$ cat config.mk
export PLATFORM = sky130hd
export DESIGN_NAME = can_bit_timing
export DESIGN_NICKNAME = d
export VERILOG_FILES = /design/src/rtl/can_bt_pkg.sv /design/src/rtl/can_bt_presc.sv /design/src/rtl/can_bt_seq.sv /design/src/rtl/can_bt_sampler.sv /design/src/rtl/can_bit_timing.sv
export SDC_FILE = /design/constraint.sdc
export NUM_CORES = 1
export LEC_CHECK = 0
export BUFFER_PORTS_ARGS = -buffer_cell sky130_fd_sc_hd__buf_2
export CAP_MARGIN = 20
export CORE_UTILIZATION = 50
export DETAILED_ROUTE_END_ITERATION = 8
export GPL_TIMING_DRIVEN = 0
export PLACE_DENSITY_LB_ADDON = 0.15
export SETUP_SLACK_MARGIN = 0.5
export SYNTH_ARGS = -nofsm -noshare
export SYNTH_HDL_FRONTEND = slang
export SYNTH_SLANG_ARGS = --single-unit
$ cat constraint.sdc
create_clock -name clk -period 2.3 [get_ports clk]
set_input_delay 0.23 -clock clk [delete_from_list [all_inputs] [get_ports clk]]
set_output_delay 0.23 -clock clk [all_outputs]
set_load 0.01 [all_outputs]
$ cat src/rtl/can_bt_pkg.sv
package can_bt_pkg;
  localparam int BRP_W     = 6;
  localparam int TS1_W     = 4;
  localparam int TS2_W     = 3;
  localparam int SJW_W     = 2;
  localparam int TS1_MIN   = 3;
  localparam int TS2_MIN   = 1;
  localparam int T1_LEN_W  = TS1_W + 1;
  localparam int T2_LEN_W  = TS2_W + 1;
  localparam int SJW_LEN_W = SJW_W + 1;
  localparam int MAX_EXT   = 1 << SJW_W;
  localparam int QCNT_W    = $clog2((1 << TS1_W) + MAX_EXT) + 1;
  localparam int MAX_BIT_Q = 1 + (1 << TS1_W) + (1 << TS2_W) + MAX_EXT;
  localparam int MAX_BIT_CLK = MAX_BIT_Q * (1 << BRP_W);

  typedef enum logic [1:0] {
    SEG_SYNC = 2'd0,
    SEG_TS1  = 2'd1,
    SEG_TS2  = 2'd2
  } seg_e;
endpackage

$ cat src/rtl/can_bt_presc.sv
module can_bt_presc
  import can_bt_pkg::*;
(
  input  logic             clk,
  input  logic             rst_n,
  input  logic             run,
  input  logic             restart,
  input  logic [BRP_W-1:0] div,
  output logic             tick
);
  logic [BRP_W-1:0] cnt_q, cnt_n;

  assign tick = run && (cnt_q == div);

  always_comb begin
    cnt_n = cnt_q;
    if (!run || restart || tick) cnt_n = '0;
    else                         cnt_n = cnt_q + 1'b1;
  end

  always_ff @(posedge clk or negedge rst_n) begin
    if (!rst_n) cnt_q <= '0;
    else        cnt_q <= cnt_n;
  end
endmodule

$ cat src/rtl/can_bt_seq.sv
module can_bt_seq
  import can_bt_pkg::*;
(
  input  logic                 clk,
  input  logic                 rst_n,
  input  logic                 run,
  input  logic                 tick,
  input  logic                 edge_fall,
  input  logic                 hs_en,
  input  logic [T1_LEN_W-1:0]  t1_len,
  input  logic [T2_LEN_W-1:0]  t2_len,
  input  logic [SJW_LEN_W-1:0] sjw_len,
  output logic                 restart,
  output logic                 ts1_tick,
  output logic                 smp_tick,
  output logic                 tx_q
);
  seg_e              seg_q, seg_n;
  logic [QCNT_W-1:0] qcnt_q, qcnt_n;
  logic [QCNT_W-1:0] ext_q, ext_n, shr_q, shr_n;
  logic              done_q, done_n;
  logic              enter_sync;

  logic [QCNT_W-1:0] sjw_x, err_pos, err_neg, adj_pos, adj_neg;
  logic [QCNT_W-1:0] t1_eff, t2_eff, q_inc;
  logic              rs_pos, rs_neg, rs_any;

  assign restart = run && hs_en && edge_fall;
  assign rs_any  = run && !hs_en && edge_fall && !done_q;
  assign rs_pos  = rs_any && (seg_q == SEG_TS1);
  assign rs_neg  = rs_any && (seg_q == SEG_TS2);

  assign sjw_x   = QCNT_W'(sjw_len);
  assign q_inc   = qcnt_q + 1'b1;
  assign err_pos = q_inc;
  assign err_neg = QCNT_W'(t2_len) - q_inc;
  assign adj_pos = (err_pos < sjw_x) ? err_pos : sjw_x;
  assign adj_neg = (err_neg < sjw_x) ? err_neg : sjw_x;

  assign t1_eff = QCNT_W'(t1_len) + ext_n;
  assign t2_eff = QCNT_W'(t2_len) - shr_n;

  // phase adjustment of the running bit
  always_comb begin
    ext_n  = rs_pos ? (ext_q + adj_pos) : ext_q;
    shr_n  = rs_neg ? (shr_q + adj_neg) : shr_q;
    done_n = done_q | rs_pos | rs_neg;
  end

  // segment stepping
  always_comb begin
    seg_n      = seg_q;
    qcnt_n     = qcnt_q;
    enter_sync = 1'b0;
    ts1_tick   = 1'b0;
    smp_tick   = 1'b0;
    if (!run || restart) begin
      seg_n      = SEG_SYNC;
      qcnt_n     = '0;
      enter_sync = run;
    end else if (tick) begin
      unique case (seg_q)
        SEG_SYNC: begin
          seg_n  = SEG_TS1;
          qcnt_n = '0;
        end
        SEG_TS1: begin
          ts1_tick = 1'b1;
          if (q_inc >= t1_eff) begin
            seg_n    = SEG_TS2;
            qcnt_n   = '0;
            smp_tick = 1'b1;
          end else begin
            qcnt_n = q_inc;
          end
        end
        SEG_TS2: begin
          if (q_inc >= t2_eff) begin
            seg_n      = SEG_SYNC;
            qcnt_n     = '0;
            enter_sync = 1'b1;
          end else begin
            qcnt_n = q_inc;
          end
        end
        default: seg_n = SEG_SYNC;
      endcase
    end
  end

  always_ff @(posedge clk or negedge rst_n) begin
    if (!rst_n) begin
      seg_q  <= SEG_SYNC;
      qcnt_q <= '0;
      ext_q  <= '0;
      shr_q  <= '0;
      done_q <= 1'b0;
      tx_q   <= 1'b0;
    end else begin
      seg_q  <= seg_n;
      qcnt_q <= qcnt_n;
      tx_q   <= enter_sync;
      if (!run || enter_sync) begin
        ext_q  <= '0;
        shr_q  <= '0;
        done_q <= restart;
      end else begin
        ext_q  <= ext_n;
        shr_q  <= shr_n;
        done_q <= done_n;
      end
    end
  end
endmodule

$ cat src/rtl/can_bt_sampler.sv
module can_bt_sampler (
  input  logic clk,
  input  logic rst_n,
  input  logic run,
  input  logic rx,
  input  logic vote,
  input  logic ts1_tick,
  input  logic smp_tick,
  output logic pt_q,
  output logic val_q
);
  logic [1:0] hist_q, hist_n;
  logic       pt_n, val_n, maj;

  assign maj = (hist_q[1] & hist_q[0]) | (hist_q[1] & rx) | (hist_q[0] & rx);

  always_comb begin
    hist_n = hist_q;
    pt_n   = 1'b0;
    val_n  = val_q;
    if (!run) begin
      hist_n = 2'b11;
    end else begin
      if (ts1_tick) hist_n = {hist_q[0], rx};
      if (smp_tick) begin
        pt_n  = 1'b1;
        val_n = vote ? maj : rx;
      end
    end
  end

  always_ff @(posedge clk or negedge rst_n) begin
    if (!rst_n) begin
      hist_q <= 2'b11;
      pt_q   <= 1'b0;
      val_q  <= 1'b1;
    end else begin
      hist_q <= hist_n;
      pt_q   <= pt_n;
      val_q  <= val_n;
    end
  end
endmodule

$ cat src/rtl/can_bit_timing.sv
module can_bit_timing
  import can_bt_pkg::*;
(
  input  logic             clk,
  input  logic             rst_n,
  input  logic             rx_in,
  input  logic             hsync_en,
  input  logic [BRP_W-1:0] brp_cfg,
  input  logic [TS1_W-1:0] ts1_cfg,
  input  logic [TS2_W-1:0] ts2_cfg,
  input  logic [SJW_W-1:0] sjw_cfg,
  input  logic             smp_mode,
  output logic             cfg_err,
  output logic             tx_strobe,
  output logic             smp_strobe,
  output logic             smp_val
);
  logic [1:0] rst_pipe;
  logic       rst_ns;
  logic       rx_d, edge_fall;
  logic       err_q, cfg_ok, run;
  logic       tick, restart, ts1_tick, smp_tick;

  always_ff @(posedge clk or negedge rst_n) begin
    if (!rst_n) rst_pipe <= 2'b00;
    else        rst_pipe <= {rst_pipe[0], 1'b1};
  end
  assign rst_ns = rst_pipe[1];

  assign cfg_ok = (ts1_cfg >= TS1_W'(TS1_MIN)) &&
                  (ts2_cfg >= TS2_W'(TS2_MIN)) &&
                  (ts2_cfg >= TS2_W'(sjw_cfg)) &&
                  (ts1_cfg >  TS1_W'(ts2_cfg));

  always_ff @(posedge clk or negedge rst_ns) begin
    if (!rst_ns) begin
      err_q <= 1'b1;
      rx_d  <= 1'b1;
    end else begin
      err_q <= !cfg_ok;
      rx_d  <= rx_in;
    end
  end

  assign run       = !err_q;
  assign edge_fall = rx_d && !rx_in;
  assign cfg_err   = err_q;

  can_bt_presc u_presc (
    .clk     (clk),
    .rst_n   (rst_ns),
    .run     (run),
    .restart (restart),
    .div     (brp_cfg),
    .tick    (tick)
  );

  can_bt_seq u_seq (
    .clk       (clk),
    .rst_n     (rst_ns),
    .run       (run),
    .tick      (tick),
    .edge_fall (edge_fall),
    .hs_en     (hsync_en),
    .t1_len    (T1_LEN_W'(ts1_cfg) + 1'b1),
    .t2_len    (T2_LEN_W'(ts2_cfg) + 1'b1),
    .sjw_len   (SJW_LEN_W'(sjw_cfg) + 1'b1),
    .restart   (restart),
    .ts1_tick  (ts1_tick),
    .smp_tick  (smp_tick),
    .tx_q      (tx_strobe)
  );

  can_bt_sampler u_smp (
    .clk      (clk),
    .rst_n    (rst_ns),
    .run      (run),
    .rx       (rx_in),
    .vote     (smp_mode),
    .ts1_tick (ts1_tick),
    .smp_tick (smp_tick),
    .pt_q     (smp_strobe),
    .val_q    (smp_val)
  );
endmodule

==> results.md, run 1 <==
- Final core occ: 0.682
- Worst slew margin relative to its limit: 0.470
- Number of nets in the layout: between 400 and 500
- Setup slack of the critical path after layout: -3.65 ns
- Post-synthesis to final-layout area growth: 28.7%
- WP data arrival: just over 6 ns
- Violations in the final reports: setup timing
- Pin count of the biggest net entering global routing: 35
- Worst hold slack: around 0.064 ns
- Weighted congestion reported at the end of routability-driven placement: approximately 0.81
- Unrepaired setup endpoints after global routing: true
- Worst Setup End Kind: register
- # diodes: 0
- Setup violators final: 24
- R2R setup slack: -3.65 ns
- Clock transition at the registers of the reported paths: approximately 0.080 ns
- Clock buffers created by TritonCTS: 5
- Die outline width: just over 80 um
- Total I/O pin count: 24
- Via-per-instance ratio: 5.39
- Yosys synthesis warning count: 0
- Min-Delay Path Class: in -> reg
- Post-Syn Instances: 348
- Uppermost routed layer: met4
- Synth cell types: 50
- Skew final: just under 0.009 ns
- Violation count after the first detailed-route iteration: 89
- Type of origin of the critical path: register
- CP max FO: 4
- Wire length of the first global-routing pass: between 10000 and 15000 um
- All-layer global routing usage: 0.242
- Critical path data required time: roughly 2.5 ns
- HP Start: rx_in
- Placed Cells: roughly 450
- Met2 layer wire length in the routed design: about 3800 um
- Clock period minus final worst setup slack: just under 6 ns
- Sink of the worst hold path: rx_d
- Final global-route overflow total: 0
- Post-Syn Area per Cell: a little over 9 um^2
- Initial DRT Pass Iterations: 4
- Via count: roughly 2.6k
- Synth Flop Type: dfrtp_1
- Post-place setup slack: -4.22 ns
- Top cell type by total area after synthesis: dfrtp_1
- Count of clock tree sinks: 36
- # fillers: 490
- Biggest cell delay along the critical path: approximately 0.48 ns
- Top delay family on crit path: adder cells
- Post-synth EDFFs: 0
- Port Buffers: 23
- Final Power: about 1.7 mW
- Ratio of cells with drive above 1 in the final layout: 0.341
- Period utilisation layout: 2.59
- Number of DRC violations after detailed routing: 0
- Clk Tree Root Cell: clkbuf_8
- TritonCTS clock tree: done
- Startpoint of the worst register-to-register path: u_seq.qcnt_q[0]
- Cell area after placement: roughly 3500 um^2
- Skew-Pair Late Insertion Delay: ~0.3 ns
- Async set-or-reset flop fraction in the synthesized netlist: 1.00
- Starting density of the core: 0.530
- Lkg Pwr: around 2 nW
- Summed instance area of the synthesized netlist: around 3200 um^2
- R2r worst-path depth: 26
- Clock tree buffer depth: 2
- Vertical die dimension: 82.1 um
- Slowest cell on crit path: or4b_4
- Status: finished with violations
- Wire length per cell: approximately 15 um
- Upper clock frequency limit: around 170 MHz
- Area of the die: roughly 6700 um^2
- Number of max-cap violations: 0
- Core ar.: 6060 um^2
- Met3 wire length: 156 um
- Combined buffer and inverter count along the critical path: 2
- Post-route cell area: around 4100 um^2
- Final Instance Count excl. Fillers: 489
- Most area-consuming cells after synthesis: dfrtp_1 24%, ha_1 19%, xnor2_1 5.5%
- Total number of placement rows: 28
- Half-perimeter wire length after detailed placement: 5210 um
- Number of H-tree branching levels: 2
- Number of antenna violations at the first check in global routing: 0
- Reg2Reg Capture Point: u_seq.seg_q[1]
- Synth top area share: 0.242
- Power per cell area: about 410 nW/um^2
- Number of hold violations in the final report: 0
- Flip-flop and latch count after synthesis: 36
- Share of the yosys chip area belonging to registers: 0.282
- Vias in the first global route: 2661
- Routed Antenna Nets: 0
- Hold Path Cell Cnt: 1
- Critical path type: reg -> reg
- Max-slew violation count: 0
- Met1 layer wirelength in the final routing: 3460 um
- Final wirelength: approximately 7500 um
- Maximum vdd drop: 0.387 mV
- Transition time of the tightest slew-check pin: around 0.79 ns
- Setup TNS Final: -83.22 ns
state kept, by name, summed over array words and instances (netlist names):
register / count
u_presc.cnt_q: 6
u_seq.ext_q: 6
u_seq.qcnt_q: 6
u_seq.shr_q: 6
rst_pipe: 2
u_seq.seg_q: 2
u_smp.hist_q: 2
cfg_err: 1
rx_d: 1
u_seq.done_q: 1
u_seq.tx_q: 1
u_smp.pt_q: 1
u_smp.val_q: 1
layer usage:
metal	vias up	track usage
met3	10	0.0385
met1	1272	0.302
met2	30	0.431
li1	1323	-
met5	-	0
met4	0	0.0632
synth_stat cells (2+ instances only):
library cell,count
nor4_1,2
o21bai_1,3
nor3_1,2
ha_1,48
mux2i_1,10
fa_1,5
a21oi_1,21
o21ai_0,20
and3_1,2
a21o_1,13
xnor2_2,2
mux2_2,2
dfstp_2,5
a211o_1,2
xnor2_1,20
a31o_2,2
conb_1,2
xor2_1,12
inv_1,33
nand2_1,24
dfrtp_1,31
nand2b_1,8
clkbuf_1,3
o21a_1,4
inv_2,3
nor2b_1,8
nor2_1,29
nand3_1,8
maj3_1,2
a211oi_1,2
layout by cell type, fill, tap and decap left out, types with 6 or more instances in the layout:
cell and count:
a21o_1 13, a21oi_1 15, a21oi_2 6, buf_2 24
buf_4 25, dfrtp_1 28, ha_1 41, inv_1 30
mux2i_1 10, nand2_1 21, nand2b_1 8, nand3_1 6
nor2_1 24, o21ai_0 6, o21ai_2 10, xnor2_1 20
xor2_1 12
layout make-up:
type                       instances  area (um^2)  share of cell area
buffer                             3         23.8             0.00575
sequential                        36          911               0.220
timing repair buffer              55          384              0.0929
tap                               75         93.8              0.0227
clock inverter                     3         42.5              0.0103
multi-input combinational        276         2470               0.598
inverter                          36          138              0.0333
clock buffer                       5         68.8              0.0166
cell families after synthesis:
family	after synthesis	share of synthesized area
other	2	0.00234
DFF	36	0.282
xor gates and xnor gates	35	0.106
buffers and inverters	39	0.0456
muxes	13	0.0429
adders and majority gates	55	0.224
AOI/OAI and AO/OA	77	0.157
and+or+nand+nor	91	0.139
worst max-delay path by stage:
| stage | from | end | slack, ns | cells past startpoint |
|---|---|---|---|---|
| after floorplan | u_seq.qcnt_q[0] | u_seq.seg_q[0] | -3.51 | 26 |
| after global placement | ts2_cfg[1] | u_seq.qcnt_q[2] | -4.12 | 29 |
| after detailed placement | ts2_cfg[1] | u_seq.qcnt_q[2] | -4.22 | 29 |
| after CTS | u_seq.qcnt_q[0] | u_seq.seg_q[1] | -3.60 | 26 |
| after global routing | u_seq.qcnt_q[0] | u_seq.seg_q[1] | -3.92 | 26 |
| final | u_seq.qcnt_q[0] | u_seq.seg_q[1] | -3.65 | 26 |
report_power, final:
| group | switching (mW) | internal (mW) |
|---|---|---|
| logic | 0.231 | 0.218 |
| clock network | 0.258 | 0.321 |
| registers | 0.0254 | 0.648 |
| total | 0.515 | 1.19 |
what timing repair did:
item,CTS,global route
gates cloned,1,0
setup endpoints to repair,26,31
endpoints found under the hold margin,2,0
pin swaps,30,11
gates resized for setup,32,29
hold buffers,1,0
setup buffers,25,5
(Power assumes the default switching activity.)
==> run 2, diff against run 1 <==
Settings changed: ABC_AREA set to 1.
==> results.md, run 2 <==
- Skew-Pair Late Insertion Delay: 0.30 ns (about the same)
- Synth Flop Type: dfrtp_1
- Critical path data required time: 2.47 ns (-0.02 ns)
- Share of the yosys chip area belonging to registers: 0.262 (-0.0208)
- Post-route cell area: 4550 um^2 (+10%)
- Wire length per cell: 13.9 um (-9.6%)
- Critical path type: reg -> reg
- Synth top area share: 0.224 (-0.0178)
- Wire length of the first global-routing pass: 13700 um (+13%)
- Highest-count cells in the layout ignoring fill and taps: 101 x nand2_1, 67 x inv_1, 42 x buf_4
- Half-perimeter wire length after detailed placement: 5870 um (+13%)
- Unrepaired setup endpoints after global routing: true
- Initial DRT Pass Iterations: 4 (unchanged)
- Number of DRC violations after detailed routing: 0 (unchanged)
- Number of H-tree branching levels: 2 (unchanged)
- Count of clock tree sinks: 36 (unchanged)
- Final wirelength: 8780 um (+17%)
- Number of nets in the layout: 629 (+29%)
- Core ar.: 6530 um^2 (+7.8%)
- Maximum vdd drop: 0.482 mV (+24%)
- Number of max-cap violations: 0 (unchanged)
- Switching share of power: 0.343 (+0.0398)
- WP data arrival: 5.59 ns (-0.55 ns)
- Power per cell area: 431 nW/um^2 (+4.6%)
- Max-slew violation count: 0 (unchanged)
- Cell area after placement: 3770 um^2 (+6.5%)
- Upper clock frequency limit: 184 MHz (+9.8%)
- Clk Tree Root Cell: clkbuf_8
- Starting density of the core: 0.531 (+0.000909)
- Top cell type by total area after synthesis: dfrtp_1
- CP max FO: 5 (+1)
- Flop pwr share: 0.351 (-0.044)
- Met1 layer wirelength in the final routing: 3930 um (+14%)
- Met3 wire length: 284 um (+82%)
- Clock transition at the registers of the reported paths: 0.08 ns (about the same)
- Total I/O pin count: 24 (unchanged)
- Clock period minus final worst setup slack: 5.42 ns (-0.530 ns)
- Post-place setup slack: -3.35 ns (+0.865 ns)
- Worst Setup End Kind: register
- Clock buffers created by TritonCTS: 5 (unchanged)
- Summed instance area of the synthesized netlist: 3470 um^2 (+7.9%)
- Setup TNS Final: -72.17 ns (+11.05 ns)
- Post-synthesis to final-layout area growth: 31.4%
- Synth cell types: 41 (-18%)
- All-layer global routing usage: 0.239 (-0.00263)
- Setup violators final: 24 (unchanged)
- Routed Antenna Nets: 0 (unchanged)
- Violations in the final reports: setup timing
- Setup slack of the critical path after layout: -3.12 ns (+0.530 ns)
- Number of hold violations in the final report: 0 (unchanged)
- # diodes: 0 (unchanged)
- Slowest cell on crit path: fa_2
- Port Buffers: 23 (unchanged)
- Placed Cells: 579 (+29%)
- Yosys synthesis warning count: 0 (unchanged)
- Via-per-instance ratio: 5.24 (-2.8%)
- Ratio of cells with drive above 1 in the final layout: 0.341 (+0.000533)
- Number of antenna violations at the first check in global routing: 0 (unchanged)
- Async set-or-reset flop fraction in the synthesized netlist: 1.00 (unchanged)
- Transition time of the tightest slew-check pin: 0.771 ns (-0.0231 ns)
- P_int: 1.29 mW (+8.7%)
- Via count: 3321 (+26%)
- Final Power: 1.96 mW (+15%)
- Leading cell types by count after synthesis: 116 x nand2_1, 80 x inv_1, 48 x ha_1, 42 x nor2_1, 35 x nand3_1
- Final core occ: 0.697 (+0.0152)
- Post-synth EDFFs: 0 (unchanged)
- Vertical die dimension: 85.3 um (+3.8%)
- Biggest cell delay along the critical path: 0.56 ns (+0.08 ns)
- Die outline width: 85.3 um (+3.8%)
- Flip-flop and latch count after synthesis: 36 (unchanged)
- Most area-consuming cells after synthesis: dfrtp_1 22%, ha_1 17%, nand2_1 13%
- Min-Delay Path Class: in -> reg
- Switch Pwr: 672 uW (+30%)
- Post-Syn Area per Cell: 7.28 um^2 (-21%)
- Type of origin of the critical path: register
- Met2 layer wire length in the routed design: 4370 um (+15%)
- Final Instance Count excl. Fillers: 634 (+30%)
- Pin count of the biggest net entering global routing: 35 (unchanged)
- Library cell with the highest instance count after synthesis: nand2_1
- Worst slew margin relative to its limit: 0.481 (+0.0110)
- Clock tree buffer depth: 2 (unchanged)
- Weighted congestion reported at the end of routability-driven placement: 0.797 (-2.0%)
- Area of the die: 7270 um^2 (+7.8%)
- Crit-path most repeated cell: nand2_2
- Total number of placement rows: 29 (+3.6%)
- Power share of the clock group: 0.290 (-0.050)
- Status: finished with violations
- # fillers: 510 (+4.1%)
- Worst hold slack: 0.0727 ns (+0.00908 ns)
- Lkg Pwr: 2.37 nW (+18%)
- Portion of total power attributed to combinational logic: 0.358 (+0.094)
- Skew final: 0.00707 ns (-0.00162 ns)
- Uppermost routed layer: met4
- Post-Syn Instances: 476 (+37%)
- TritonCTS clock tree: done
- Vias in the first global route: 3114 (+17%)
- Violation count after the first detailed-route iteration: 87 (-2.2%)
- Period utilisation layout: 2.36 (-0.231)
- Most common cell after layout, fill and taps aside: nand2_1
- Final global-route overflow total: 0 (unchanged)
[run 2: worst max-delay path: cells and delay by family (launching register included)]
family / cells / cell delay [ns]
buffers and inverters: 7 / 0.74
XOR/XNOR: 1 / 0.16
AND/OR/NAND/NOR: 13 / 1.08
flip-flops: 1 / 0.44
AO/OA/AOI/OAI: 6 / 0.65
adder cells (fa/ha/maj): 7 / 2.19
[run 2: power by group through the flow]
stage | combinational (mW) | clock, mW | sequential (mW)
3_3_place_gp | 0.485 | 0 | 0.701
3_5_place_dp | 0.499 | 0 | 0.703
6_report | 0.703 | 0.570 | 0.689
4_1_cts | 0.620 | 0.575 | 0.691
5_1_grt | 0.782 | 0.599 | 0.696
2_1_floorplan | 0.381 | 0 | 0.695
[run 2: path summary, 6_finish.rpt]
| check | slack, ns | end | startpoint | cells past startpoint |
|---|---|---|---|---|
| min in group asynchronous | 0.25 | rst_pipe[1] | rst_n | 2 |
| max in group asynchronous | 1.43 | u_seq.qcnt_q[1] | rst_pipe[1] | 0 |
| min | 0.07 | rx_d | rx_in | 1 |
| max | -3.12 | u_seq.shr_q[4] | u_seq.qcnt_q[1] | 34 |
| max reg2reg | -3.12 | u_seq.shr_q[4] | u_seq.qcnt_q[1] | 34 |
| min reg2reg | 0.34 | u_seq.shr_q[3] | rst_pipe[1] | 0 |
[run 2: cell families after synthesis]
logic type / after synthesis / synth area share
AOI/OAI and AO/OA: 47 / 0.0823
xor gates and xnor gates: 22 / 0.0599
adders and majority gates: 53 / 0.202
buffers and inverters: 85 / 0.0931
DFF: 36 / 0.262
muxes: 2 / 0.00577
other: 2 / 0.00217
and+or+nand+nor: 229 / 0.293
[run 2: cell type report]
cell class / count / area, um^2 / area share
Clock buffer: 5 / 68.8 / 0.0151
Sequential cell: 36 / 911 / 0.200
Inverter: 84 / 318 / 0.0698
Timing Repair Buffer: 70 / 485 / 0.107
Buffer: 1 / 11.3 / 0.00247
Multi-Input combinational cell: 358 / 2620 / 0.576
Clock inverter: 3 / 42.5 / 0.00934
Tap cell: 77 / 96.3 / 0.0212
[run 2: routing by layer]
| layer | track usage | vias up |
|---|---|---|
| li1 | - | 1673 |
| met1 | 0.300 | 1550 |
| met2 | 0.430 | 77 |
| met3 | 0.0340 | 21 |
| met4 | 0.0667 | 0 |
| met5 | 0 | - |
[run 2: what timing repair did]
item | in CTS | in global routing
hold endpoints to repair | 2 | 0
setup buffers | 32 | 13
resized for setup | 32 | 50
pin swaps | 37 | 39
setup endpoints to repair | 24 | 25
hold buffers | 1 | 0
cloned | 1 | 0
